--- src/rtl/fts_sram_pkg.sv ---
package fts_sram_pkg;
  localparam int LANE_W = 9;
  localparam int LANES  = 2;
  localparam int WORD_W = LANE_W * LANES;

  function automatic logic ce_match(input logic ce1_n, input logic ce2, input logic ce3_n);
    return ~ce1_n & ce2 & ~ce3_n;
  endfunction
endpackage

--- src/rtl/fts_rst_sync.sv ---
module fts_rst_sync (
  input  logic clk,
  input  logic rst_n,
  output logic rst_sync_n
);
  logic [1:0] stage_q;

  always_ff @(posedge clk or negedge rst_n) begin
    if (!rst_n) stage_q <= '0;
    else        stage_q <= {stage_q[0], 1'b1};
  end

  assign rst_sync_n = stage_q[1];
endmodule

--- src/rtl/fts_wr_decode.sv ---
module fts_wr_decode #(
  parameter int LANES = 2
) (
  input  logic             gw_n,
  input  logic             bwe_n,
  input  logic [LANES-1:0] bw_n,
  output logic [LANES-1:0] lane_req
);
  // Global write overrides; otherwise the qualifier gates each lane enable.
  for (genvar g = 0; g < LANES; g++) begin : g_lane
    assign lane_req[g] = ~gw_n | (~bwe_n & ~bw_n[g]);
  end
endmodule

--- src/rtl/fts_acc_reg.sv ---
module fts_acc_reg #(
  parameter int ADDR_W  = 8,
  parameter int BURST_W = 2,
  parameter int LANES   = 2,
  parameter int WORD_W  = 18
) (
  input  logic              clk,
  input  logic              rst_n,
  input  logic              sleep,
  input  logic              adr_ld,
  input  logic [ADDR_W-1:0] adr_in,
  input  logic [BURST_W-1:0] seq_ofs,
  input  logic              ce_ok,
  input  logic [LANES-1:0]  lane_req,
  input  logic [WORD_W-1:0] din,
  output logic              sel_q,
  output logic [ADDR_W-1:0] addr_q,
  output logic [LANES-1:0]  lanes_q,
  output logic [WORD_W-1:0] din_q
);
  localparam int HI_W = ADDR_W - BURST_W;

  logic              sel_d;
  logic [ADDR_W-1:0] addr_d;
  logic [LANES-1:0]  lanes_d;
  logic              addr_en;
  logic              din_en;

  always_comb begin
    if (sleep)       sel_d = 1'b0;
    else if (adr_ld) sel_d = ce_ok;
    else             sel_d = sel_q;

    if (adr_ld) addr_d = adr_in;
    else        addr_d = {addr_q[ADDR_W-1 -: HI_W], seq_ofs};

    lanes_d = sel_d ? lane_req : '0;
    addr_en = adr_ld | sel_q;
    din_en  = |lanes_d;
  end

  always_ff @(posedge clk or negedge rst_n) begin
    if (!rst_n) begin
      sel_q   <= 1'b0;
      lanes_q <= '0;
      addr_q  <= '0;
      din_q   <= '0;
    end else begin
      sel_q   <= sel_d;
      lanes_q <= lanes_d;
      if (addr_en) addr_q <= addr_d;
      if (din_en)  din_q  <= din;
    end
  end
endmodule

--- src/rtl/fts_word_array.sv ---
module fts_word_array #(
  parameter int ADDR_W = 8,
  parameter int LANE_W = 9,
  parameter int LANES  = 2
) (
  input  logic                    clk,
  input  logic [ADDR_W-1:0]       addr,
  input  logic [LANES-1:0]        we,
  input  logic [LANE_W*LANES-1:0] wdata,
  output logic [LANE_W*LANES-1:0] rdata
);
  localparam int DEPTH = 1 << ADDR_W;

  for (genvar g = 0; g < LANES; g++) begin : g_bank
    logic [LANE_W-1:0] bank [DEPTH];

    always_ff @(posedge clk) begin
      if (we[g]) bank[addr] <= wdata[g*LANE_W +: LANE_W];
    end

    assign rdata[g*LANE_W +: LANE_W] = bank[addr];
  end
endmodule

--- src/rtl/fts_sram_ctrl.sv ---
module fts_sram_ctrl
  import fts_sram_pkg::*;
#(
  parameter int ADDR_W  = 8,
  parameter int BURST_W = 2
) (
  input  logic               clk,
  input  logic               rst_n,
  input  logic               adr_ld,
  input  logic [ADDR_W-1:0]  adr_in,
  input  logic [BURST_W-1:0] seq_ofs,
  input  logic               ce1_n,
  input  logic               ce2,
  input  logic               ce3_n,
  input  logic               gw_n,
  input  logic               bwe_n,
  input  logic [LANES-1:0]   bw_n,
  input  logic               oe_n,
  input  logic               sleep,
  input  logic [WORD_W-1:0]  dq_i,
  output logic [WORD_W-1:0]  dq_o,
  output logic               dq_oe
);
  logic              rst_int_n;
  logic [LANES-1:0]  lane_req;
  logic              sel_q;
  logic [ADDR_W-1:0] addr_q;
  logic [LANES-1:0]  lanes_q;
  logic [WORD_W-1:0] din_q;
  logic [WORD_W-1:0] rdata;
  logic [LANES-1:0]  arr_we;
  logic              wr_cycle;

  fts_rst_sync u_rst (
    .clk        (clk),
    .rst_n      (rst_n),
    .rst_sync_n (rst_int_n)
  );

  fts_wr_decode #(.LANES(LANES)) u_dec (
    .gw_n     (gw_n),
    .bwe_n    (bwe_n),
    .bw_n     (bw_n),
    .lane_req (lane_req)
  );

  fts_acc_reg #(
    .ADDR_W (ADDR_W),
    .BURST_W(BURST_W),
    .LANES  (LANES),
    .WORD_W (WORD_W)
  ) u_acc (
    .clk      (clk),
    .rst_n    (rst_int_n),
    .sleep    (sleep),
    .adr_ld   (adr_ld),
    .adr_in   (adr_in),
    .seq_ofs  (seq_ofs),
    .ce_ok    (ce_match(ce1_n, ce2, ce3_n)),
    .lane_req (lane_req),
    .din      (dq_i),
    .sel_q    (sel_q),
    .addr_q   (addr_q),
    .lanes_q  (lanes_q),
    .din_q    (din_q)
  );

  assign arr_we = lanes_q & {LANES{sel_q}};

  fts_word_array #(
    .ADDR_W(ADDR_W),
    .LANE_W(LANE_W),
    .LANES (LANES)
  ) u_arr (
    .clk   (clk),
    .addr  (addr_q),
    .we    (arr_we),
    .wdata (din_q),
    .rdata (rdata)
  );

  // Output gating: asynchronous pins act without a clock edge.
  assign wr_cycle = |lanes_q;
  assign dq_oe    = sel_q & ~wr_cycle & ~oe_n & ~sleep;
  assign dq_o     = dq_oe ? rdata : '0;
endmodule

--- config.mk ---
export PLATFORM = sky130hd
export DESIGN_NAME = fts_sram_ctrl
export DESIGN_NICKNAME = d
export VERILOG_FILES = /design/src/rtl/fts_sram_pkg.sv /design/src/rtl/fts_rst_sync.sv /design/src/rtl/fts_wr_decode.sv /design/src/rtl/fts_acc_reg.sv /design/src/rtl/fts_word_array.sv /design/src/rtl/fts_sram_ctrl.sv
export SDC_FILE = /design/constraint.sdc
export NUM_CORES = 2
export LEC_CHECK = 0
export BUFFER_PORTS_ARGS = -buffer_cell sky130_fd_sc_hd__buf_2
export CAP_MARGIN = 20
export CORE_UTILIZATION = 40
export DETAILED_ROUTE_END_ITERATION = 12
export PLACE_DENSITY_LB_ADDON = 0.12
export SETUP_SLACK_MARGIN = 0.3
export SLEW_MARGIN = 30
export SYNTH_ARGS = -nofsm -noshare
export SYNTH_HDL_FRONTEND = slang
export SYNTH_HIERARCHICAL = 1
export SYNTH_MEMORY_MAX_BITS = 65536
export SYNTH_SLANG_ARGS = --single-unit
--- constraint.sdc ---
create_clock -name clk -period 6.8 [get_ports clk]
set_input_delay 1.02 -clock clk [delete_from_list [all_inputs] [get_ports clk]]
set_output_delay 1.02 -clock clk [all_outputs]
set_load 0.03 [all_outputs]
==> qor.csv <==
metric,value,unit
status,completed,
RR Startpoint,u_acc/addr_q[0]$_DFFE_PN0P_,
Worst EP arrival,5470,ps
Max clock buf depth,4,
DRC violations left,0,
Worst slew margin,28.7,%
layout cell share with drive strength beyond 1,28.9,%
critical path capture point,dq_o[17],
Mean Syn Cell Area,22.3,um^2
Final Cell Area,202000,um^2
max frequency,154,MHz
syn_nets,7970,
Core Box Area,439000,um^2
final setup vio count,0,
"Largest stage delay, worst path",790,ps
fin crit share,95.5,%
nets,8293,
Peak VDD IR,0.270,mV
Die Span Y,667,um
Synth Register Bits,4639,
fin worst setup slack,306,ps
Rows,243,
"top cells by area, synth","edfxtp_1 (78%), mux4_2 (15%), a22oi_1 (2.4%)",
crit-path cells,"and2_4, buf_4, buf_4, a22oi_1, a21oi_1, o41ai_2, buf_4, nand4_1, buf_4, nand2_1, nor2_1, buf_2",
"Area growth, synth to finish",14.2,%
Reg2Reg Capture Point,u_arr/g_bank[1].bank[249][8]$_DFFE_PP_,
R2R Setup Slk,1890,ps
Fin. Hold Viols,0,
synthesized area,177000,um^2
worst slack at placement,736,ps
top-area cell type share of the netlist area,78.3,%
Cell variety after synth,31,
CP Capture Type,output port,
largest net degree at the start of global routing,190,
DP Wirelength,284,mm
vias in the first global route,86700,
Reg2Reg Depth,7,
placed insts,13600,
CTS tree,built,
Worst Path Required,5780,ps
worst hold slack,241,ps
Clock Latency Late Sink,1040,ps
crit path time final,6490,ps
initial antenna violation count,29,
CTS buffer count,481,
Crit-path slowest cell,and2_4,
GRT Residual Overflow,0,
PortBufs,58,
WL/cell,33.2,um
DRT iter0 DRCs,8974,
cell depth of the worst setup path,12,
worst hold path startpoint,dq_i[8],
CP startpoint kind,register,
crit-path most repeated cell,buf_4,
routability-driven placement congestion ratio,0.784,
FILL cells,36200,
multi-input logic area,36300,um^2
io pins,59,
leakage,60.8,nW
Starting Density,40.3,%
Vias,84600,
critical path's top delay family,simple AND/OR/NAND/NOR gates,
Total GRT Usage,21.5,%
PnR Total Power,66.4,mW
Post-Route Utilization,46.0,%
TNS Setup,0,ps
Crit Path Class,register to output port,
worst path bufs/invs,5,
Least-Margin Pin Slew,1070,ps
placed cell area,186000,um^2
Slew Limit Fails,0,
RSZ-0062 raised after global routing,false,
Routed Wire Length,483,mm
"Reg clk slew, reported paths",60,ps
clk_skew,43.1,ps
Synth area leader,edfxtp_1,
FF/Latch Area,139000,um^2
Worst Hold Class,input port to register,
yosys warns,6,
global-route wire length before repair,679,mm
router iterations before antenna repair,6,
crit path max fanout,41,
die area,444000,um^2
Die Wd,667,um
CTS sink cnt,4639,
Setup crit start,u_acc/addr_q[2]$_DFFE_PN0P_,
"antenna viol nets, final",0,
Cells after Synth,7930,
max_cap viols,0,
Power Dens Cells,329,nW/um^2
Root Buffer,clkbuf_16,
"Seq/Total Area, Yosys",78.8,%
H-tree Lvls,5,
Non-Filler Instances,14500,
drt via density,5.82,
==> cell type report <==
type	instances	area share, %
antenna	9	0.0112
timing repair buffer	362	1.87
sequential	4639	69.0
multi-input combinational	2769	18.0
clock inverter	283	1.24
tap	5880	3.65
clock buffer	592	6.24
==> registers in the layout, summed over array words and instances, names as in the netlist <==
register,count
u_acc/addr_q,8
u_acc/sel_q,1
u_arr/g_bank.bank,4608
u_rst/stage_q,2
u_acc/din_q,18
u_acc/lanes_q,2
==> power breakdown <==
part / internal [mW] / switching, mW / total (mW)
clock network: 14.5 / 11.0 / 25.5
logic: 1.90 / 4.72 / 6.61
registers: 33.7 / 0.590 / 34.3
==> worst min path at each step <==
stage                                 endpoint  slack, ps  cells after the start
finish              u_acc/din_q[8]$_DFFE_PN0P_        240                      2
global route        u_acc/din_q[8]$_DFFE_PN0P_        190                      2
CTS                 u_acc/din_q[8]$_DFFE_PN0P_        180                      2
detailed placement  u_acc/din_q[7]$_DFFE_PN0P_        320                      1
global placement    u_acc/din_q[7]$_DFFE_PN0P_        300                      1
floorplan           u_rst/stage_q[1]$_DFF_PN0_        330                      0
==> repair_timing <==
item / CTS / global route
cloned: 0 / 0
pin swaps: 2 / 0
setup buffers: 5 / 0
endpoints found under the setup margin: 9 / 2
hold endpoints to repair: 2 / 0
gates resized for setup: 3 / 2
hold buffers: 1 / 0
==> cells in the final DEF (no fill, tap or decap), types with 49 or more instances in the layout <==
cell type,synthesis,layout
clkbuf_1,344,104
a22oi_1,576,576
nor2_2,0,212
clkinv_1,0,107
clkbuf_16,0,486
buf_12,0,72
o41ai_1,72,49
buf_4,15,207
mux4_2,1152,1152
a21oi_1,288,287
nor2_1,536,322
buf_2,104,58
edfxtp_1,4608,4608
clkinv_2,0,97
==> Yosys cell counts <==
master / number
nand2b_1: 2
mux2i_1: 3
buf_4: 15
nor2b_1: 8
and4_1: 1
nand4_1: 18
nor2_1: 536
nand2_1: 48
buf_6: 12
mux2_2: 24
clkbuf_1: 344
o21ai_1: 2
buf_8: 1
o21ai_0: 2
nand3_1: 20
or2_2: 1
edfxtp_1: 4608
and3b_1: 2
a22oi_1: 576
buf_1: 46
and2_1: 7
buf_2: 104
a21oi_1: 288
nor3b_1: 3
conb_1: 1
dfrtp_1: 31
or4_1: 1
mux4_2: 1152
nor3_4: 1
o41ai_1: 72
and3_1: 1
==> kinds of logic (layout without fill, tap and decap cells) <==
kind of cell,Yosys count,in the layout,synth area share [%]
flops,4639,4639,78.8
compound gates,940,940,3.63
mux,1179,1179,14.9
other cells,1,10,0.00212
simple gates,649,649,1.47
buf+inv,522,1237,1.27
==> per-layer routing <==
metal	GRT usage [%]	share of wire [%]
met5	0	0.011
met4	5.85	2.9
met3	3.24	6.1
met2	34.8	49
met1	30.5	42
Power figures use the tool's default switching activity.
